`src/rtl/stm_pkg.sv`:
```
package stm_pkg;
   typedef enum logic [2:0] {
      ST_CODE  = 3'd0,
      ST_DATA  = 3'd1,
      ST_ROW   = 3'd2,
      ST_NIB   = 3'd3,
      ST_CTRL  = 3'd4,
      ST_READY = 3'd5,
      ST_SKIP  = 3'd6
   } stm_state_e;
endpackage

```
`src/rtl/stm_sync.sv`:
```
module stm_sync #(
   parameter int W      = 4,
   parameter int STAGES = 2
) (
   input  logic         clk,
   input  logic         rst_n,
   input  logic [W-1:0] d,
   output logic [W-1:0] q
);
   if (STAGES == 0) begin : g_bypass
      assign q = d;
   end else begin : g_chain
      logic [W-1:0] chain [STAGES];
      always_ff @(posedge clk or negedge rst_n) begin
         if (!rst_n) begin
            for (int i = 0; i < STAGES; i++) chain[i] <= '0;
         end else begin
            chain[0] <= d;
            for (int i = 1; i < STAGES; i++) chain[i] <= chain[i-1];
         end
      end
      assign q = chain[STAGES-1];
   end
endmodule

```
`src/rtl/stm_seq_ctrl.sv`:
```
module stm_seq_ctrl
   import stm_pkg::*;
#(
   parameter int MODE_W    = 6,
   parameter int DATA_W    = 4,
   parameter int ROW_W     = 4,
   parameter int NIB_W     = 2,
   parameter int CTRL_CLKS = 16,
   parameter int PROG_MODE = 4
) (
   input  logic       clk,
   input  logic       rst_n,
   input  logic       active,
   input  logic       rise,
   input  logic       sbit,
   output stm_state_e state
);
   localparam int M1    = (MODE_W > DATA_W) ? MODE_W : DATA_W;
   localparam int M2    = (ROW_W > NIB_W) ? ROW_W : NIB_W;
   localparam int M3    = (M1 > M2) ? M1 : M2;
   localparam int MAXF  = (M3 > CTRL_CLKS) ? M3 : CTRL_CLKS;
   localparam int CNT_W = $clog2(MAXF + 1);

   logic [CNT_W-1:0]  cnt;
   logic [CNT_W-1:0]  last;
   logic [MODE_W-1:0] code_sr;
   logic [MODE_W-1:0] code_nxt;
   stm_state_e        next_st;

   assign code_nxt = {sbit, code_sr[MODE_W-1:1]};

   always_comb begin
      last    = '0;
      next_st = state;
      case (state)
         ST_CODE: begin
            last    = CNT_W'(MODE_W - 1);
            next_st = (code_nxt == MODE_W'(PROG_MODE)) ? ST_DATA : ST_SKIP;
         end
         ST_DATA: begin last = CNT_W'(DATA_W - 1);    next_st = ST_ROW;   end
         ST_ROW:  begin last = CNT_W'(ROW_W - 1);     next_st = ST_NIB;   end
         ST_NIB:  begin last = CNT_W'(NIB_W - 1);     next_st = ST_CTRL;  end
         ST_CTRL: begin last = CNT_W'(CTRL_CLKS - 1); next_st = ST_READY; end
         default: begin last = '0;                    next_st = state;    end
      endcase
   end

   always_ff @(posedge clk or negedge rst_n) begin
      if (!rst_n) begin
         state   <= ST_CODE;
         cnt     <= '0;
         code_sr <= '0;
      end else if (!active) begin
         state   <= ST_CODE;
         cnt     <= '0;
         code_sr <= '0;
      end else if (rise && state != ST_READY && state != ST_SKIP) begin
         if (state == ST_CODE) code_sr <= code_nxt;
         if (cnt == last) begin
            cnt   <= '0;
            state <= next_st;
         end else begin
            cnt <= cnt + 1'b1;
         end
      end
   end

   // the request state is entered only from the last control clock
   assert_ready_after_ctrl_R5: assert property (@(posedge clk) disable iff (!rst_n)
      (state == ST_READY && $past(state) != ST_READY) |->
         ($past(state) == ST_CTRL && $past(cnt) == CNT_W'(CTRL_CLKS - 1)));

   // a rejected code never leads into field capture
   assert_skip_holds_R8: assert property (@(posedge clk) disable iff (!rst_n)
      state == ST_SKIP |=> (state == ST_SKIP || state == ST_CODE));
endmodule

```
`src/rtl/stm_field_cap.sv`:
```
module stm_field_cap
   import stm_pkg::*;
#(
   parameter int DATA_W = 4,
   parameter int ROW_W  = 4,
   parameter int NIB_W  = 2
) (
   input  logic              clk,
   input  logic              rst_n,
   input  logic              active,
   input  logic              rise,
   input  logic              sbit,
   input  stm_state_e        state,
   output logic [DATA_W-1:0] wr_data,
   output logic [ROW_W-1:0]  row_addr,
   output logic [NIB_W-1:0]  nib_addr
);
   always_ff @(posedge clk or negedge rst_n) begin
      if (!rst_n) begin
         wr_data  <= '0;
         row_addr <= '0;
         nib_addr <= '0;
      end else if (!active) begin
         wr_data  <= '0;
         row_addr <= '0;
         nib_addr <= '0;
      end else if (rise) begin
         case (state)
            ST_DATA: wr_data  <= {sbit, wr_data[DATA_W-1:1]};
            ST_ROW:  row_addr <= {sbit, row_addr[ROW_W-1:1]};
            ST_NIB:  nib_addr <= {sbit, nib_addr[NIB_W-1:1]};
            default: ;
         endcase
      end
   end
endmodule

```
`src/rtl/stm_prog_port.sv`:
```
module stm_prog_port
   import stm_pkg::*;
#(
   parameter int MODE_W      = 6,
   parameter int DATA_W      = 4,
   parameter int ROW_W       = 4,
   parameter int NIB_W       = 2,
   parameter int CTRL_CLKS   = 16,
   parameter int PROG_MODE   = 4,
   parameter int SYNC_STAGES = 2
) (
   input  logic              clk,
   input  logic              rst_n,
   input  logic              arm,
   input  logic              ten,
   input  logic              tclk,
   input  logic              tdat,
   output logic              prog_req,
   output logic              fld_valid,
   output logic [DATA_W-1:0] wr_data,
   output logic [ROW_W-1:0]  row_addr,
   output logic [NIB_W-1:0]  nib_addr
);
   if (MODE_W < 2 || DATA_W < 2 || ROW_W < 2 || NIB_W < 2) begin : g_bad_width
      $error("stm_prog_port: every field must be at least 2 bits wide");
   end
   if (CTRL_CLKS < 1) begin : g_bad_ctrl
      $error("stm_prog_port: CTRL_CLKS must be at least 1");
   end
   if (PROG_MODE < 0 || PROG_MODE >= (1 << MODE_W)) begin : g_bad_code
      $error("stm_prog_port: PROG_MODE does not fit in MODE_W bits");
   end
   if (SYNC_STAGES < 0 || SYNC_STAGES > 4) begin : g_bad_sync
      $error("stm_prog_port: SYNC_STAGES must lie in 0..4");
   end

   logic [3:0] raw_in, sync_out;
   logic       arm_s, ten_s, tclk_s, tdat_s, tclk_q, rise, active;
   stm_state_e state;

   assign raw_in = {arm, ten, tclk, tdat};

   stm_sync #(.W(4), .STAGES(SYNC_STAGES)) u_sync (
      .clk(clk), .rst_n(rst_n), .d(raw_in), .q(sync_out)
   );

   assign {arm_s, ten_s, tclk_s, tdat_s} = sync_out;
   assign active = arm_s & ten_s;

   always_ff @(posedge clk or negedge rst_n) begin
      if (!rst_n) tclk_q <= 1'b0;
      else        tclk_q <= tclk_s;
   end
   assign rise = tclk_s & ~tclk_q;

   stm_seq_ctrl #(
      .MODE_W(MODE_W), .DATA_W(DATA_W), .ROW_W(ROW_W), .NIB_W(NIB_W),
      .CTRL_CLKS(CTRL_CLKS), .PROG_MODE(PROG_MODE)
   ) u_ctrl (
      .clk(clk), .rst_n(rst_n), .active(active), .rise(rise),
      .sbit(tdat_s), .state(state)
   );

   stm_field_cap #(.DATA_W(DATA_W), .ROW_W(ROW_W), .NIB_W(NIB_W)) u_fields (
      .clk(clk), .rst_n(rst_n), .active(active), .rise(rise), .sbit(tdat_s),
      .state(state), .wr_data(wr_data), .row_addr(row_addr), .nib_addr(nib_addr)
   );

   assign fld_valid = (state == ST_CTRL) || (state == ST_READY);
   assign prog_req  = (state == ST_READY);

   // a request is never raised without captured fields
   assert_req_has_fields_R4: assert property (@(posedge clk) disable iff (!rst_n)
      prog_req |-> fld_valid);

   // fields hold while the request stays up
   assert_fields_hold_R6: assert property (@(posedge clk) disable iff (!rst_n)
      (prog_req && $past(prog_req)) |->
         ($stable(wr_data) && $stable(row_addr) && $stable(nib_addr)));

   // a low enable clears the port on the next cycle
   assert_enable_clears_R7: assert property (@(posedge clk) disable iff (!rst_n)
      !ten_s |=> (!fld_valid && !prog_req && wr_data == '0));

   // without activation nothing is captured
   assert_idle_unarmed_R9: assert property (@(posedge clk) disable iff (!rst_n)
      !arm_s |=> (!fld_valid && row_addr == '0));
endmodule

```
`config.mk`:
```
export PLATFORM = sky130hd
export DESIGN_NAME = stm_prog_port
export DESIGN_NICKNAME = d
export VERILOG_FILES = /design/src/rtl/stm_pkg.sv /design/src/rtl/stm_sync.sv /design/src/rtl/stm_seq_ctrl.sv /design/src/rtl/stm_field_cap.sv /design/src/rtl/stm_prog_port.sv
export SDC_FILE = /design/constraint.sdc
export NUM_CORES = 1
export LEC_CHECK = 0
export BUFFER_PORTS_ARGS = -buffer_cell sky130_fd_sc_hd__buf_2
export CORE_ASPECT_RATIO = 1.25
export CORE_UTILIZATION = 62
export CTS_BUF_LIST = sky130_fd_sc_hd__clkbuf_4 sky130_fd_sc_hd__clkbuf_8
export DETAILED_ROUTE_END_ITERATION = 10
export HOLD_SLACK_MARGIN = 0.12
export PLACE_DENSITY = 0.89
export SYNTH_ARGS = -nofsm -noshare
export SYNTH_HDL_FRONTEND = slang
export SYNTH_SLANG_ARGS = --single-unit
```
`constraint.sdc`:
```
create_clock -name clk -period 3.73 [get_ports clk]
set_clock_uncertainty 0.05 [all_clocks]
set_input_delay 0.1865 -clock clk [delete_from_list [all_inputs] [get_ports clk]]
set_output_delay 0.1865 -clock clk [all_outputs]
set_load 0.005 [all_outputs]
```
# == After elaboration in Yosys (flattened, before gate mapping) ==
# Cells that the tools add are included.
# totals
ff_bits,33
wordCells,61
out_inout_bits,12
in_bits,6
# op_classes
eq_ne,17
bitwise,3
n_addsub,1
reduce_logical,10
muxes,21
# op_table
operator,count
$mux 4,6
$mux 6,3
$pmux 4 s4,1
$mux 5,3
$pmux 3 s5,1
$ne 2x2->1 const B,7
$mux 3,4
$reduce_and 2->1,4
$eq 3x2->1 const B,2
$eq 3x3->1 const B,2
$eq 6x3->1 const B,1
$mux 2,3
$ne 3x3->1 const B,2
$ne 6x6->1 const B,1
$add 5x1->5 const B,1
$eq 5x4->1,1
$eq 3x1->1 const B,1
$logic_not 3->1,1
$reduce_and 3->1,1
$and 1x1->1,2
$logic_and 1x1->1,2
$reduce_or 2->1,1
$logic_or 1x1->1,1
$not 1->1,1

# == Longest topological paths before layout ==
# Gate-level depths: netlist of the first run.
# depth
depth_word,7
mapped_depth,6
depth_no_buf,5

# == Hierarchy ==
# A second synthesis of the first run with hierarchy kept.
# unflattened
cells_unflattened,139
hier_area_um2,1537.7
# modules_own_cells
mod,area_each_um2,seq_area_each_um2,instances,cells_each
stm_seq_ctrl,814.5,325.3,1,85
stm_field_cap,440.4,250.2,1,37
stm_sync,230.2,200.2,1,12
stm_prog_port,52.6,25.0,1,5

# == Least setup slack after synthesis of the first run ==
# Ideal clock, no wire load.
# synth_timing
kind,reg-to-reg
from,reg u_ctrl.cnt[3]
to,reg u_ctrl.state[1]
path_slack_ps,1616
arrival_time_ps,1986
stages_incl_launch_ff,6
setup_time_ps,78
path_buffers,0
synth_period_minus_slack_ps,2114
required_ps,3602
cell_sequence,dfrtp_1 or3_4 a2111oi_4 o311ai_4 or4_1 a21oi_1
# synth_via
elab_chain_len,3
# synth_rtl
item,line,source
"start, declared",stm_seq_ctrl.sv:24,logic [CNT_W-1:0] cnt;
"start signal, assigned",stm_seq_ctrl.sv:63,cnt <= cnt + 1'b1;
$eq 5x4->1,stm_seq_ctrl.sv:59,if (cnt == last) begin
$ne 2x2->1 (no source line),--,
$reduce_and 3->1 (no source line),--,
"end signal, assigned",stm_seq_ctrl.sv:61,state <= next_st;
"end, declared",stm_seq_ctrl.sv:16,output stm_state_e state
# No other way between the ends.
# A chain may end at the register's enable or synchronous reset.

# == Worst setup path in the final report of the first run ==
# layout_timing
from,reg u_ctrl.state[1]
to,reg u_ctrl.state[1]
# layout_via
elab_chain_len,6
word_cells_on_any_way,20
classes_between,10 x eq/ne; 5 x mux; 5 x reduce/logical
# layout_rtl
item,line,source
$eq 3x1->1 / $eq 3x2->1 (equally long branches),stm_seq_ctrl.sv:35,case (state)
$reduce_or 2->1 (no source line),--,
$pmux 4 s4,stm_seq_ctrl.sv:35,
$eq 5x4->1,stm_seq_ctrl.sv:59,
$ne 2x2->1 (no source line),--,
$reduce_and 3->1 (no source line),--,
# Several ways; a longest one is shown, not always the timed one. The select of a mux whose other input is x is not followed.

==> summary.txt, run 1 <==
GRT
  • Gr usage total: 0.2759
  • Pin count of the biggest net entering global routing: 33
  • Global-route wire length before repair: 5119 um
  • Vias in the first global route: 1171
  • Initial antenna violation count: 0
  • Gr ovfl total: 0

Floorplan
  • Die ar.: 2636 um^2
  • Core Rows: 19
  • Initial Util: 0.6681
  • Die Wd: 46.13 um
  • Die Y: 57.16 um
  • Core area: 2258 um^2
  • Io pins: 18

Final layout
  • Fin nets: 177
  • Share of cells above drive strength 1: 0.1754
  • Design area: 1725 um^2
  • Ant. Diodes: 0
  • Layout area overhead: 14.34%
  • Cell Count, Final, Fillers Out: 202

Clock tree
  • Clk root buf: clkbuf_4
  • Clock transition at path regs: 100 ps
  • TritonCTS buffer count: 5
  • Clock Path Buffers: 2
  • Clock sinks: 32
  • Post-CTS Resized: 0
  • Clock Latency Late Sink: 320 ps
  • Htree depth: 2
  • CTS tree: yes

Hold path
  • Hold Path Class: register to register

Routing
  • Iteration-0 DRC Markers: 45
  • Via count: 1176
  • Average wire per cell in the routed design: 14.98 um
  • 1st-pass router iterations: 4
  • DRC Markers: 0
  • Antenna Nets Post-Route: 0
  • DRT Wirelength: 3025 um
  • Vias per inst: 5.822

Power
  • Total chip power: 0.0005897 W
  • Worst-case vdd ir drop: 0.0003311 V
  • Static Leak: 0.7750 nW
  • P per Cell Area: 341.8 nW/um^2

STA
  • RSZ-0062 raised after global routing: false
  • Final setup fails: 0
  • Pins Over Slew Limit: 0
  • Total Neg Setup Slack: 0 ps
  • Transition time of the tightest slew-check pin: 667.1 ps
  • Max Freq: 427.3 MHz
  • Slew margin rel.: 0.5519
  • Crit share post-route: 0.6274
  • Fin crit period: 2340 ps
  • Fin. Hold Viols: 0
  • Setup WS post-layout: 1390 ps

Setup path
  • CP top delay family: simple AND/OR/NAND/NOR gates
  • CP Data Arrival Time: 2530 ps
  • Crit path largest cell delay: 640 ps
  • CP max stage cell: dfrtp_1
  • Crit start category: register
  • Crit path kind: register to register
  • Buf/Inv on CP: 0
  • Setup crit end kind: register
  • CP Cell Sequence: or3b_1 -> a211oi_2 -> o311ai_4 -> or4_1 -> a21oi_1
  • WP data required: 3910 ps
  • CP max FO: 15

Place
  • Placed cell count: 189
  • PortBufs: 17
  • Post-DP HPWL: 2156 um
  • Placer Congestion: 0.8935
  • Area after DPL: 1614 um^2
  • Pre-CTS setup slack: 1436 ps

Synthesis
  • Syn Nets: 153
  • Post-Synthesis Cells: 146
  • Synth unique cells: 37
  • Mapped cell area: 1509 um^2
  • Post-synthesis register bit count: 32
  • Seq/Total Area, Yosys: 0.5307
  • Post-Syn Area per Cell: 10.34 um^2
  • Syn. warnings: 0

Job
  • Maxcap violations: 0

Status
  • Status: finished clean
[report_power, final]
group          leakage [nW]  internal, W  switching [W]
clock network        0.0319    0.0000822       0.000115
registers             0.425     0.000354     0.00000567
logic                 0.318    0.0000118      0.0000215
total                 0.775     0.000448       0.000142
[state kept, by name, indices dropped and copies added (netlist names), 2 cells and up]
name,cells
u_ctrl.cnt,5
u_ctrl.code_sr,5
u_fields.row_addr,4
u_fields.wr_data,4
u_sync.g_chain.chain,4
u_sync.q,4
u_ctrl.state,3
u_fields.nib_addr,2
[cell type report]
cell class,instances,area [um^2]
Sequential cell,32,800.8
Clock inverter,2,16.27
Tap cell,31,38.79
Timing Repair Buffer,22,135.1
Fill cell,136,533.0
Multi-Input combinational cell,105,674.4
Inverter,4,15.01
Clock buffer,6,45.04
[placed cells by master (no fill, tap or decap), drive strengths merged, types with 3 or more instances in the layout]
cell	synthesis	routed
nand2b	4	4
buf	0	17
inv	4	4
and2	4	4
a21oi	6	6
mux2i	10	10
clkbuf	5	6
nand3	3	3
nor3	5	5
nand2	17	17
o21ai	8	8
dfrtp	32	32
dlygate4sd3	0	5
nor2	18	18
[metal layers]
layer | GRT usage | share of wire
met1 | 0.3159 | 0.38
met2 | 0.4789 | 0.55
met3 | 0.05696 | 0.039
met4 | 0.1176 | 0.029
met5 | 0 | 0
[worst reg2reg max path, cell delays in order, from the launching register on]
cell and delay [ps]:
dfrtp_1 640, or3b_1 420, a211oi_2 290, o311ai_4 180, or4_1 510, a21oi_1 170
[worst paths after layout]
check | start | to | slack (ps) | cells after the start
min in group asynchronous | rst_n | u_ctrl.code_sr[3] | 380 | 2
worst min-delay path | u_sync.g_chain.chain[4] | u_sync.q[0] | 310 | 0
worst max register to register | u_ctrl.state[1] | u_ctrl.state[1] | 1390 | 5
worst min register to register | u_sync.g_chain.chain[4] | u_sync.q[0] | 310 | 0
worst max-delay path | u_ctrl.state[1] | u_ctrl.state[1] | 1390 | 5
max in group asynchronous | rst_n | u_ctrl.state[2] | 2810 | 2
[through the flow]
stage | hold WS, ps | utilization
after CTS | 309.8 | 0.7640
after detailed placement | 213.6 | 0.7147
after global placement | 205.1 | 0.7147
after global routing | 314.0 | 0.7640
after floorplan | -159.1 | -
final | 312.6 | 0.7640
[kinds of logic (layout without fill, tap and decap cells)]
family	after synthesis	after routing	share of synthesized area
compound gates	29	29	0.1526
xor+xnor	1	1	0.005805
fa+ha+maj	1	1	0.008291
buf+inv	9	34	0.02239
flops	32	32	0.5307
mux	10	10	0.06634
simple gates	64	64	0.2139
[cell usage after synthesis (all sizes together)]
library cell	count	area share
a21oi	6	0.020
or4b	1	0.0066
o31ai	2	0.0099
o21bai	2	0.0099
nand2	17	0.042
nand3	3	0.0099
inv	4	0.0099
nand2b	4	0.017
o221ai	1	0.0058
nor3b	2	0.0099
dfrtp	32	0.53
nor4	1	0.0041
mux2i	10	0.066
o22ai	2	0.0083
ha	1	0.0083
and2	4	0.017
a211o	1	0.0058
a211oi	1	0.0083
o21a	1	0.0050
o311ai	2	0.023
xor2	1	0.0058
nor2b	2	0.0083
or3	1	0.0075
clkbuf	5	0.012
a221o	1	0.0066
or3b	2	0.012
nand3b	2	0.0099
or4	1	0.0050
o21ai	8	0.027
o211ai	1	0.0050
nor2	18	0.045
a2111oi	1	0.018
nor3	5	0.017
and3	1	0.0041
[timing repair]
| item | in CTS | in global routing |
|---|---|---|
| hold buffers | 5 | 0 |
| endpoints found under the hold margin | 36 | 0 |
| endpoints found under the setup margin | 0 | 0 |
| setup buffers | 0 | 0 |
Power figures use the tool's default switching activity.
==> run 2, diff against run 1 <==
--- a/config.mk
+++ b/config.mk
@@ -7,11 +7,11 @@
 export LEC_CHECK = 0
 export BUFFER_PORTS_ARGS = -buffer_cell sky130_fd_sc_hd__buf_2
 export CORE_ASPECT_RATIO = 1.25
-export CORE_UTILIZATION = 62
+export CORE_UTILIZATION = 53
 export CTS_BUF_LIST = sky130_fd_sc_hd__clkbuf_4 sky130_fd_sc_hd__clkbuf_8
 export DETAILED_ROUTE_END_ITERATION = 10
 export HOLD_SLACK_MARGIN = 0.12
-export PLACE_DENSITY = 0.89
+export PLACE_DENSITY = 0.82
 export SYNTH_ARGS = -nofsm -noshare
 export SYNTH_HDL_FRONTEND = slang
 export SYNTH_SLANG_ARGS = --single-unit
==> constraint.sdc (replaced) <==
create_clock -name clk -period 1.9 [get_ports clk]
set_clock_uncertainty 0.05 [all_clocks]
set_input_delay 0.095 -clock clk [delete_from_list [all_inputs] [get_ports clk]]
set_output_delay 0.095 -clock clk [all_outputs]
set_load 0.005 [all_outputs]
==> run 2 against run 1 <==
Effect of this change: critical endpoint unchanged; hold slack worse by 48 ps; wire length up 3.3%; sequential power up 96%; critical path depth unchanged; highest routed layer unchanged; final cell count up 8.9%; power up 100%; count of clock-buffer cells in the layout unchanged; largest power group unchanged; cell area up 11%; the flow now finishes with violations (negative setup slack).
==> summary.txt, run 2 (synthesis results as in run 1) <==
GRT
  • Vias in the first global route: 1114 (was 1171)
  • Gr usage total: 0.2183 (was 0.2759)
  • Gr ovfl total: 0 (unchanged)
  • Initial antenna violation count: 0 (unchanged)
  • Global-route wire length before repair: 4823 um (was 5119 um)
  • Pin count of the biggest net entering global routing: 33 (unchanged)

Place
  • Placer Congestion: 0.8235 (was 0.8935)
  • PortBufs: 17 (unchanged)
  • Area after DPL: 1730 um^2 (was 1614 um^2)
  • Post-DP HPWL: 2162 um (was 2156 um)

Setup path
  • FF-to-FF path depth: 5 (unchanged)
  • Setup crit end kind: register (unchanged)
  • CP max FO: 6 (was 15)
  • RR Endpoint: u_ctrl.state[1] (unchanged)
  • WP data required: 2110 ps (was 3910 ps)
  • Crit start category: register (unchanged)
  • RR Startpoint: u_ctrl.state[2] (was u_ctrl.state[1])
  • Crit path kind: register to register (unchanged)
  • Reg2reg setup slack: -120 ps (was 1390 ps)
  • CP Data Arrival Time: 2230 ps (was 2530 ps)

STA
  • Crit share post-route: 1.063 (was 0.6274)
  • Setup WS post-layout: -120.4 ps (was 1390 ps)
  • Fin crit period: 2020 ps (was 2340 ps)
  • Slew margin rel.: 0.5544 (was 0.5519)
  • RSZ-0062 raised after global routing: true (was false)
  • Final setup fails: 7 (was 0)
  • Transition time of the tightest slew-check pin: 668.4 ps (was 667.1 ps)
  • Max Freq: 494.9 MHz (was 427.3 MHz)
  • Fin. Hold Viols: 0 (unchanged)
  • Total Neg Setup Slack: -287.5 ps (was 0 ps)
  • Pins Over Slew Limit: 0 (unchanged)

Final layout
  • Layout area overhead: 27.03% (was 14.34%)
  • Ant. Diodes: 0 (unchanged)
  • Multi-input logic area: 744.5 um^2 (was 674.4 um^2)
  • Util after Layout: 0.7152 (was 0.7640)
  • Design area: 1917 um^2 (was 1725 um^2)
  • Biggest registers after layout: u_ctrl.cnt (5), u_ctrl.code_sr (5) (unchanged)
  • Storage element area: 802.0 um^2 (was 800.8 um^2)
  • Most common cell after layout, fill and taps aside: dfrtp_1 (unchanged)
  • Fillers: 205 (was 136)
  • Fin nets: 192 (was 177)
  • Most frequent cells in the layout: dfrtp_1 (31), nor2_1 (18), nand2_1 (17), buf_2 (17), buf_4 (14) (was dfrtp_1 (32), nor2_1 (18), nand2_1 (17), buf_2 (17), mux2i_1 (10))
  • Share of cells above drive strength 1: 0.2957 (was 0.1754)

Routing
  • Average wire per cell in the routed design: 14.20 um (was 14.98 um)
  • DRT Wirelength: 3124 um (was 3025 um)
  • Iteration-0 DRC Markers: 18 (was 45)
  • Antenna Nets Post-Route: 0 (unchanged)
  • DRC Markers: 0 (unchanged)
  • Via count: 1208 (was 1176)
  • 1st-pass router iterations: 4 (unchanged)
  • Vias per inst: 5.491 (was 5.822)

Clock tree
  • Htree depth: 2 (unchanged)
  • Clock Latency Late Sink: 340 ps (was 320 ps)
  • Clock sinks: 32 (unchanged)
  • Clock Path Buffers: 2 (unchanged)
  • CTS tree: yes (unchanged)
  • # Post-CTS Setup Buffers: 0 (unchanged)
  • TritonCTS buffer count: 5 (unchanged)
  • Clk root buf: clkbuf_4 (unchanged)
  • Clock transition at path regs: 100 ps (about the same)

Power
  • Static Leak: 0.8858 nW (was 0.7750 nW)
  • Worst-case vdd ir drop: 0.0006460 V (was 0.0003311 V)
  • P per Cell Area: 618.6 nW/um^2 (was 341.8 nW/um^2)

Floorplan
  • Core area: 2680 um^2 (was 2258 um^2)
  • Die ar.: 3066 um^2 (was 2636 um^2)
  • Die Y: 61.66 um (was 57.16 um)
  • Initial Util: 0.5630 (was 0.6681)
  • Die Wd: 49.73 um (was 46.13 um)
  • Core Rows: 21 (was 19)
  • Io pins: 18 (unchanged)

Status
  • Failing checks: negative setup slack
  • Status: complete, but fails checks (was finished clean)

Job
  • Maxcap violations: 0 (unchanged)

Hold path
  • Hold Path Class: primary input to async pin (was register to register)
run 2: cell types whose count changed in the layout (fill, tap and decap cells not counted), sizes merged:
cell      previous run  this run
buf                 17        32
clkinv               1         2
clkinvlp             1         0
run 2: metal layers:
layer  track usage  vias up  share of wire
li1              -      593              -
met1        0.2472      580           0.42
met2        0.3996       25           0.52
met3       0.06173       10          0.042
met4       0.07347        0          0.020
met5             0        -              0
run 2: area by class of cell:
type,count,area share
clock inverters,2,0.005222
repair buffers,37,0.1312
flip-flops and latches,32,0.4184
clock buffers,6,0.02676
well taps,34,0.02219
multi-input cells,105,0.3884
inverters,4,0.007833
run 2: timing repair:
| item | in CTS | in global routing |
|---|---|---|
| hold buffers | 5 | 0 |
| cloned | 0 | 0 |
| endpoints found under the setup margin | 4 | 8 |
| hold endpoints to repair | 36 | 0 |
| resized for setup | 7 | 6 |
| pin swaps | 2 | 3 |
run 2: worst max-delay path by stage:
stage,from,to,slack (ps),cells after the start
after floorplan,u_ctrl.cnt[1],u_ctrl.state[1],-40,5
after global placement,u_ctrl.state[2],u_ctrl.state[1],-40,5
after detailed placement,u_ctrl.state[0],u_ctrl.state[1],-90,5
after CTS,u_ctrl.state[2],u_ctrl.state[1],-100,5
after global routing,u_ctrl.state[2],u_ctrl.state[1],-190,5
final,u_ctrl.state[2],u_ctrl.state[1],-120,5
run 2: stage by stage:
step / hold slack, ps / power, W / cells / setup slack (ps)
finish: 264.4 / 0.001186 / 220 / -120.4
global route: 322.9 / 0.001230 / 220 / -193.7
CTS: 298.7 / 0.001190 / 220 / -101.9
detailed placement: 129.0 / 0.0007843 / 207 / -94.75
global placement: 110.9 / 0.0007811 / 207 / -41.89
floorplan: -250.6 / 0.0007479 / 146 / -40.77
run 2: worst max-delay path, stage by stage (launching register included):
cell       delay, ps
dfrtp_1          430
or3_4            390
a2111oi_4        350
o311ai_4         180
or4_1            420
a21oi_1          140
run 2: power by group:
part           switching (W)  internal, W   total, W
Combinational      0.0000491    0.0000323  0.0000814
Sequential        0.00000902     0.000695   0.000704
Clock               0.000225     0.000176   0.000401
Total               0.000283     0.000903    0.00119
